===== config.mk =====
export PLATFORM = sky130hd
export DESIGN_NAME = smb_cfg_slave
export DESIGN_NICKNAME = d
export VERILOG_FILES = /design/src/rtl/smb_cfg_slave.sv
export SDC_FILE = /design/constraint.sdc
export NUM_CORES = 1
export LEC_CHECK = 0
export ABC_CLOCK_PERIOD_IN_PS = 3200
export BUFFER_PORTS_ARGS = -buffer_cell sky130_fd_sc_hd__buf_2
export CELL_PAD_IN_SITES_DETAIL_PLACEMENT = 2
export CELL_PAD_IN_SITES_GLOBAL_PLACEMENT = 2
export CORE_MARGIN = 3
export CORE_UTILIZATION = 43
export DETAILED_ROUTE_END_ITERATION = 7
export PLACE_DENSITY_LB_ADDON = 0.1
export SYNTH_ARGS = -nofsm -noshare
export SYNTH_HDL_FRONTEND = slang
export SYNTH_SLANG_ARGS = --single-unit

===== constraint.sdc =====
create_clock -name clk -period 3.2 [get_ports clk]
set_clock_uncertainty 0.2 [all_clocks]
set_input_delay 0.32 -clock clk [delete_from_list [all_inputs] [get_ports clk]]
set_output_delay 0.32 -clock clk [all_outputs]
set_load 0.05 [all_outputs]

===== src/rtl/smb_cfg_slave.sv =====
module smb_cfg_slave #(
  parameter logic [6:0] DEV_ADDR  = 7'h69,
  parameter int         NREGS     = 4,
  parameter int         MAX_BYTES = 10
) (
  input  logic       clk,
  input  logic       rst_n,
  input  logic       scl_i,
  input  logic       sda_i,
  output logic       sda_oe,
  input  logic [4:0] hw_fsel,
  output logic [4:0] fsel,
  output logic       ss_en,
  output logic       test_mode
);

  localparam int IW = $clog2(MAX_BYTES + 1);
  localparam int RW = (NREGS > 1) ? $clog2(NREGS) : 1;
  localparam logic [IW-1:0] LIMIT_W    = IW'(MAX_BYTES);
  localparam logic [IW-1:0] NREGS_W    = IW'(NREGS);
  localparam logic [7:0]    BYTE_COUNT = 8'(NREGS);

  localparam logic [2:0] ST_IDLE = 3'd0;
  localparam logic [2:0] ST_RX   = 3'd1;
  localparam logic [2:0] ST_ACK  = 3'd2;
  localparam logic [2:0] ST_TX   = 3'd3;
  localparam logic [2:0] ST_MACK = 3'd4;

  logic [1:0] scl_m, sda_m;
  logic       scl_d, sda_d;
  logic       scl_s, sda_s;

  always_ff @(posedge clk or negedge rst_n) begin
    if (!rst_n) begin
      scl_m <= 2'b11;
      sda_m <= 2'b11;
      scl_d <= 1'b1;
      sda_d <= 1'b1;
    end else begin
      scl_m <= {scl_m[0], scl_i};
      sda_m <= {sda_m[0], sda_i};
      scl_d <= scl_m[1];
      sda_d <= sda_m[1];
    end
  end

  assign scl_s = scl_m[1];
  assign sda_s = sda_m[1];

  logic start_c, stop_c, scl_rise, scl_fall;
  assign start_c  = scl_s & scl_d & sda_d & ~sda_s;
  assign stop_c   = scl_s & scl_d & ~sda_d & sda_s;
  assign scl_rise = scl_s & ~scl_d;
  assign scl_fall = ~scl_s & scl_d;

  logic [2:0]    st;
  logic [3:0]    bitcnt;
  logic [7:0]    sr;
  logic [1:0]    byte_no;
  logic          rw;
  logic [IW-1:0] idx;
  logic [7:0]    regs [NREGS];
  logic [7:0]    rd_byte;
  logic [7:0]    r0;
  logic          addr_hit;

  assign rd_byte  = (idx < NREGS_W) ? regs[idx[RW-1:0]] : 8'h00;
  assign addr_hit = (sr[7:1] == DEV_ADDR);

  always_ff @(posedge clk or negedge rst_n) begin
    if (!rst_n) begin
      st      <= ST_IDLE;
      bitcnt  <= 4'd0;
      sr      <= 8'h00;
      byte_no <= 2'd0;
      rw      <= 1'b0;
      idx     <= '0;
      sda_oe  <= 1'b0;
      for (int i = 0; i < NREGS; i++) regs[i] <= 8'h00;
    end else if (start_c) begin
      st      <= ST_RX;
      bitcnt  <= 4'd0;
      byte_no <= 2'd0;
      idx     <= '0;
      sda_oe  <= 1'b0;
    end else if (stop_c) begin
      st     <= ST_IDLE;
      sda_oe <= 1'b0;
    end else begin
      case (st)
        ST_RX: begin
          if (scl_rise && bitcnt != 4'd8) begin
            sr     <= {sr[6:0], sda_s};
            bitcnt <= bitcnt + 4'd1;
          end else if (scl_fall && bitcnt == 4'd8) begin
            if (byte_no == 2'd0) begin
              if (addr_hit) begin
                rw     <= sr[0];
                sda_oe <= 1'b1;
                st     <= ST_ACK;
              end else begin
                st <= ST_IDLE;
              end
            end else if (byte_no != 2'd3) begin
              sda_oe <= 1'b1;
              st     <= ST_ACK;
            end else if (idx != LIMIT_W) begin
              if (idx < NREGS_W) regs[idx[RW-1:0]] <= sr;
              idx    <= idx + IW'(1);
              sda_oe <= 1'b1;
              st     <= ST_ACK;
            end else begin
              st <= ST_IDLE;
            end
          end
        end
        ST_ACK: begin
          if (scl_fall) begin
            sda_oe <= 1'b0;
            bitcnt <= 4'd0;
            if (byte_no != 2'd3) byte_no <= byte_no + 2'd1;
            if (rw && byte_no == 2'd0) begin
              sr     <= BYTE_COUNT;
              sda_oe <= ~BYTE_COUNT[7];
              st     <= ST_TX;
            end else begin
              st <= ST_RX;
            end
          end
        end
        ST_TX: begin
          if (scl_fall) begin
            if (bitcnt == 4'd7) begin
              sda_oe <= 1'b0;
              st     <= ST_MACK;
            end else begin
              sr     <= {sr[6:0], 1'b0};
              sda_oe <= ~sr[6];
              bitcnt <= bitcnt + 4'd1;
            end
          end
        end
        ST_MACK: begin
          if (scl_rise && sda_s) begin
            st <= ST_IDLE;
          end else if (scl_fall) begin
            if (idx == LIMIT_W) begin
              st <= ST_IDLE;
            end else begin
              sr     <= rd_byte;
              sda_oe <= ~rd_byte[7];
              bitcnt <= 4'd0;
              idx    <= idx + IW'(1);
              st     <= ST_TX;
            end
          end
        end
        default: st <= ST_IDLE;
      endcase
    end
  end

  assign r0        = regs[0];
  assign fsel      = r0[3] ? {r0[7], r0[2], r0[6], r0[5], r0[4]} : hw_fsel;
  assign ss_en     = r0[1];
  assign test_mode = r0[0];

endmodule


==> results.py, run 1 <==
metrics = {
    "logic_synthesis": {
        "synth-edff-count": 0,
        "synth.area.mux_share": 0.230,
        "synth_cell_types": 62,
        "synthAdderAreaFrac": 0.0289,
        "yosys.area.top_type": "dfrtp_1",
        "synth_top_area_frac": 0.398,
        "synth_compound_area_frac": 0.102,
        "synth.area.top_cells": "dfrtp_1 (40%), mux2_2 (8.8%), mux2_4 (6.9%)",
        "synthFlopType": "dfrtp_1",
        "synth_cells": 281,
        "syn_area_um2": 3460,
        "syn_area_per_cell_um2": 12.3,
        "synth_simple_gate_area_frac": 0.161,
        "synthXorXnorAreaFrac": 0.00506,
        "yosysSeqAreaShare": 0.443,
        "async_flop_share": 1.00,
        "syn_nets": 298,
        "synth_top_family_by_area": "multiplexers",
        "synth-seq-cells": 61,
        "yosysWarnings": 0,
    },
    "finish": {
        "antenna_cells": 0,
        "drive_gt1_frac": 0.352,
        "layout_commonest_cell": "dfrtp_1",
        "final_cell_mix": "dfrtp_1 (55), mux2_2 (27), nand2_1 (19), mux2_4 (16), buf_2 (16)",
        "nets": 322,
        "n_fill_cell": 787,
        "area_delta_synth_final_pct": 12.9,
        "finalNonFillerCells": 412,
    },
    "critical_path": {
        "rrSetupSlack_ns": 0.76,
        "required_ns": 3.23,
        "path_class": "flop to flop",
        "r2r_end": "bitcnt[2]$_DFFE_PN0P_",
        "endpoint_kind": "flop",
        "arrival_ns": 2.47,
        "reg2reg_depth": 7,
        "start_kind": "flop",
        "cp_max_fo": 5,
        "r2r_start": "idx[0]$_DFFE_PN0P_",
    },
    "power": {
        "swShare": 0.344,
        "p_int_mw": 1.64,
        "power.switching_mw": 0.861,
        "power_frac_seq": 0.426,
        "ir_drop_mv": 0.261,
        "clockPowerShare": 0.324,
        "combPwrFrac": 0.250,
        "p_leak_nw": 1.90,
        "power_density_nw_per_um2": 640,
    },
    "clock_tree": {
        "clock_latency_ns": 0.34,
        "path_clk_slew_ns": 0.08,
        "cts_tree": "done",
        "cts_hold_buf": 3,
        "postCtsResizedCells": 0,
        "cts_buffers": 9,
        "postCtsSetupRepairBufs": 0,
        "ctsRootBufferMaster": "clkbuf_8",
        "htreeDepth": 3,
        "clock-sinks": 61,
        "cts.path.max_buffers": 2,
    },
    "sta": {
        "fin_crit_ns": 2.44,
        "worst_slack_ns": 0.756,
        "slew_violations": 0,
        "grt_setup_unrepaired": "no",
        "setup_violations": 0,
        "final_hold_viol_count": 0,
        "max_freq_mhz": 409,
        "period_share": 0.764,
        "worst_pin_slew_ns": 0.854,
        "slew-limit-headroom": 0.427,
        "finalSetupTns_ns": 0,
        "hold_slack_ns": 0.162,
    },
    "drt": {
        "met1Wirelength_um": 4030,
        "met3_length_um": 208,
        "viasPerCell": 5.84,
        "top_layer_used": "met4",
        "wl_um": 8960,
        "ant_nets": 0,
        "drt_iter0_drc": 76,
        "drc_errors": 0,
        "vias": 2408,
        "met2_length_um": 4660,
        "wire_per_inst_um": 21.7,
        "dr.pass1.iters": 4,
    },
    "placement": {
        "dp.final_hpwl_um": 6420,
        "placed_cells": 393,
        "io_buffers": 16,
        "place_ws_ns": 0.760,
        "gp_congestion": 0.781,
    },
    "grt": {
        "grt_first_pass_wirelength_um": 15000,
        "grt_max_degree": 62,
        "overflow": 0,
        "antenna_found_initial": 0,
        "grt_pass1_vias": 2675,
        "gr-usage-all-layers": 0.223,
    },
    "min_path": {
        "hold_class": "flop to flop",
        "hold_path.startpoint": "scl_m[0]$_DFF_PN1_",
        "hold_end": "scl_m[1]$_DFF_PN1_",
        "min_path_cells": 0,
    },
    "die": {
        "core_um2": 7770,
        "ios": 17,
        "rows": 32,
        "die_w_um": 95.7,
        "die-area_um2": 9160,
        "die_h_um": 95.7,
        "initial_core_util": 0.446,
    },
    "outcome": {
        "outcome": "finished, final reports clean",
    },
    "job": {
        "cap_violations": 0,
    },
}
worst max-delay path, cell delays in order (launching register included):
cell      delay, ns
dfrtp_1        0.38
inv_1          0.13
ha_1           0.27
and3b_4        0.27
o221ai_2       0.11
a32oi_2        0.36
and4bb_1       0.29
a221o_1        0.32
kinds of logic (layout without fill, tap and decap cells):
kind of cell	after synthesis	count (layout)
mux	58	58
flops	61	61
compound gates	46	46
fa+ha+maj	8	8
xor+xnor	2	2
buf+inv	22	51
simple gates	84	84
power groups by stage:
stage | logic (mW) | clock network [mW] | registers (mW)
after CTS | 0.635 | 0.828 | 1.07
after global routing | 0.698 | 0.881 | 1.09
after global placement | 0.598 | 0 | 1.07
after detailed placement | 0.625 | 0 | 1.08
after floorplan | 0.467 | 0 | 1.01
final | 0.625 | 0.810 | 1.07
layout make-up:
type,count,area [um2],area share
Multi-Input combinational cell,198,1830,0.467
Sequential cell,61,1530,0.393
Timing Repair Buffer,24,148,0.0378
Clock buffer,10,138,0.0352
Tap cell,102,128,0.0327
Clock inverter,6,93.8,0.0240
Inverter,11,41.3,0.0106
layer usage:
metal | global-route usage | vias to the layer above
met4 | 0.0545 | 0
li1 | - | 1096
met5 | 0 | -
met3 | 0.0524 | 6
met1 | 0.284 | 1283
met2 | 0.383 | 23
state kept, by name, summed over array words and instances (netlist names), 2 cells and up:
signal	cells
sr	8
bitcnt	4
st	3
regs	24
idx	4
r0	8
sda_m	2
scl_m	2
byte_no	2
synth_stat cells (6+ instances only):
library cell  instances
nor2_1                8
mux2_2               27
inv_1                11
a22o_1                6
mux4_2                8
ha_1                  8
nand3_1               7
dfstp_2               6
nor3_1                9
dfrtp_1              55
mux2_4               16
o21ai_0               8
nand2_1              19
how the worst max path moves through the flow:
| stage | from | to | slack (ns) |
|---|---|---|---|
| after global placement | idx[0]$_DFFE_PN0P_ | bitcnt[2]$_DFFE_PN0P_ | 0.81 |
| after global routing | st[0]$_DFFE_PN0P_ | bitcnt[2]$_DFFE_PN0P_ | 0.60 |
| after detailed placement | idx[0]$_DFFE_PN0P_ | bitcnt[2]$_DFFE_PN0P_ | 0.76 |
| final | idx[0]$_DFFE_PN0P_ | bitcnt[2]$_DFFE_PN0P_ | 0.76 |
| after floorplan | idx[0]$_DFFE_PN0P_ | bitcnt[2]$_DFFE_PN0P_ | 0.77 |
| after CTS | idx[0]$_DFFE_PN0P_ | bitcnt[2]$_DFFE_PN0P_ | 0.74 |
per-stage QoR:
step | power [mW] | utilization | cell area [um2]
floorplan | 1.48 | - | 3460
global placement | 1.67 | 0.469 | 3650
detailed placement | 1.70 | 0.469 | 3650
CTS | 2.53 | 0.503 | 3910
global route | 2.67 | 0.503 | 3910
finish | 2.50 | 0.503 | 3910
(Power assumes the default switching activity.)
==> run 2, diff against run 1 <==
--- a/config.mk
+++ b/config.mk
@@ -5,12 +5,12 @@
 export SDC_FILE = /design/constraint.sdc
 export NUM_CORES = 1
 export LEC_CHECK = 0
-export ABC_CLOCK_PERIOD_IN_PS = 3200
+export ABC_CLOCK_PERIOD_IN_PS = 2000
 export BUFFER_PORTS_ARGS = -buffer_cell sky130_fd_sc_hd__buf_2
 export CELL_PAD_IN_SITES_DETAIL_PLACEMENT = 2
 export CELL_PAD_IN_SITES_GLOBAL_PLACEMENT = 2
 export CORE_MARGIN = 3
-export CORE_UTILIZATION = 43
+export CORE_UTILIZATION = 39
 export DETAILED_ROUTE_END_ITERATION = 7
 export PLACE_DENSITY_LB_ADDON = 0.1
 export SYNTH_ARGS = -nofsm -noshare
==> constraint.sdc (replaced) <==
create_clock -name clk -period 2 [get_ports clk]
set_clock_uncertainty 0.2 [all_clocks]
set_input_delay 0.2 -clock clk [delete_from_list [all_inputs] [get_ports clk]]
set_output_delay 0.2 -clock clk [all_outputs]
set_load 0.05 [all_outputs]
==> run 2 against run 1 <==
Against the previous run: the run now ends with negative setup slack left; largest power group is now combinational logic; sequential share of layout area down 6.7 points; largest cell class unchanged; global-route usage increased by 3.9 points; final area up 21%; critical path type unchanged; non-clock buffer count increased by 68; via count up 15%; utilization is 5.6 points higher; clock power is 40% higher.
==> results.py, run 2 (synthesis gave the netlist of run 1 again) <==
metrics = {
    "critical_path": {
        "cp_max_fo": 8,
        "cp-startpoint": "st[2]$_DFFE_PN0P_",
        "start_kind": "flop",
        "path_class": "flop to flop",
        "endpoint_kind": "flop",
        "r2r_start": "st[2]$_DFFE_PN0P_",
        "required_ns": 2.03,
        "arrival_ns": 2.31,
    },
    "die": {
        "die_w_um": 100,
        "core_um2": 8420,
        "die_h_um": 100,
        "initial_core_util": 0.411,
        "die-area_um2": 10000,
        "rows": 33,
        "ios": 17,
    },
    "sta": {
        "max_freq_mhz": 439,
        "grt_setup_unrepaired": "yes",
        "worst_slack_ns": -0.278,
        "slew_violations": 0,
        "period_share": 1.14,
        "finalSetupTns_ns": -10.08,
        "fin_crit_ns": 2.28,
        "worst_pin_slew_ns": 0.612,
        "hold_slack_ns": 0.163,
        "final_hold_viol_count": 0,
        "setup_violations": 51,
        "slew-limit-headroom": 0.592,
    },
    "finish": {
        "finalNonFillerCells": 483,
        "regMostFlops": "regs",
        "final_cell_mix": "buf_4 (61), dfrtp_1 (54), mux2_2 (23), mux2_4 (22), nand2_1 (17)",
        "final_util": 0.559,
        "layout_commonest_cell": "buf_4",
        "nets": 390,
        "largest_register_ffs": 24,
        "area_delta_synth_final_pct": 36.1,
        "stdcell_area_um2": 4710,
        "antenna_cells": 0,
        "drive_gt1_frac": 0.545,
    },
    "drt": {
        "drt_iter0_drc": 85,
        "wire_per_inst_um": 25.6,
        "vias": 2778,
        "viasPerCell": 5.75,
        "ant_nets": 0,
        "wl_um": 12400,
        "drc_errors": 0,
        "dr.pass1.iters": 4,
    },
    "placement": {
        "place_ws_ns": -0.228,
        "gp_congestion": 0.851,
        "placed_cell_area_um2": 4180,
        "io_buffers": 16,
        "placed_cells": 457,
        "dp.final_hpwl_um": 8180,
    },
    "clock_tree": {
        "cts_tree": "done",
        "clock-sinks": 61,
        "ctsRootBufferMaster": "clkbuf_8",
        "cts_buffers": 9,
        "clock_latency_ns": 0.35,
        "path_clk_slew_ns": 0.08,
        "htreeDepth": 3,
        "cts.path.max_buffers": 2,
    },
    "outcome": {
        "violations": "negative setup slack",
        "outcome": "finished with violations",
    },
    "power": {
        "power_density_nw_per_um2": 951,
        "p_total_mw": 4.48,
        "ir_drop_mv": 0.540,
        "p_leak_nw": 2.24,
    },
    "grt": {
        "grt_max_degree": 31,
        "grt_pass1_vias": 3366,
        "gr-usage-all-layers": 0.262,
        "grt_first_pass_wirelength_um": 19500,
        "overflow": 0,
        "antenna_found_initial": 0,
    },
    "min_path": {
        "hold_class": "flop to flop",
        "hold_path.startpoint": "sda_m[0]$_DFF_PN1_",
    },
    "job": {
        "cap_violations": 0,
    },
}
==> run 2: changes by cell type in the layout (fill, tap and decap cells not counted), moves of 4 or more <==
cell    change
buf_4      +56
buf_6       +8
mux2_4      +6
nor3_1      -5
mux2_2      -4
==> run 2: power breakdown <==
part,switching (mW),leakage (nW),internal (mW),total [mW]
combinational,0.903,1.36,0.864,1.77
sequential,0.183,0.793,1.40,1.59
clock,0.545,0.0862,0.581,1.13
==> run 2: cell type report <==
type / count / area, um2
fill: 796 / 3710
multi-input combinational: 198 / 2080
sequential: 61 / 1540
timing repair buffer: 92 / 733
clock buffer: 11 / 131
tap: 105 / 131
clock inverter: 5 / 61.3
inverter: 11 / 43.8
==> run 2: timing repair <==
action                                 4_1_cts  5_1_grt
endpoints found under the hold margin       17        0
setup endpoints to repair                   53       53
pin swaps                                   17        8
buffers inserted                             5        3
hold buffers                                 3        0
resized for setup                           38       18
==> run 2: layer usage <==
layer,global-route usage,up-vias,wire (um)
met5,0,-,0
met4,0.0974,0,347
met3,0.0320,27,262
met2,0.498,43,6870
met1,0.295,1472,4890
li1,-,1236,-
==> run 2: worst paths after layout <==
kind,end,slack [ns],cells after the start
setup / recovery,sr[2]$_DFFE_PN0P_,-0.28,6
hold / removal,sda_m[1]$_DFF_PN1_,0.16,0
setup reg to reg,sr[2]$_DFFE_PN0P_,-0.28,6
hold reg to reg,sda_m[1]$_DFF_PN1_,0.16,0
max in group asynchronous,regs[18]$_DFFE_PN0P_,0.80,3
min in group asynchronous,regs[8]$_DFFE_PN0P_,0.19,2
==> run 2: worst max-delay path, cell delays in order, from the launching register on <==
cell,delay (ns)
dfrtp_1,0.44
or3b_4,0.42
buf_8,0.16
nor3_1,0.22
a21oi_1,0.11
nand4_4,0.22
mux2_2,0.38
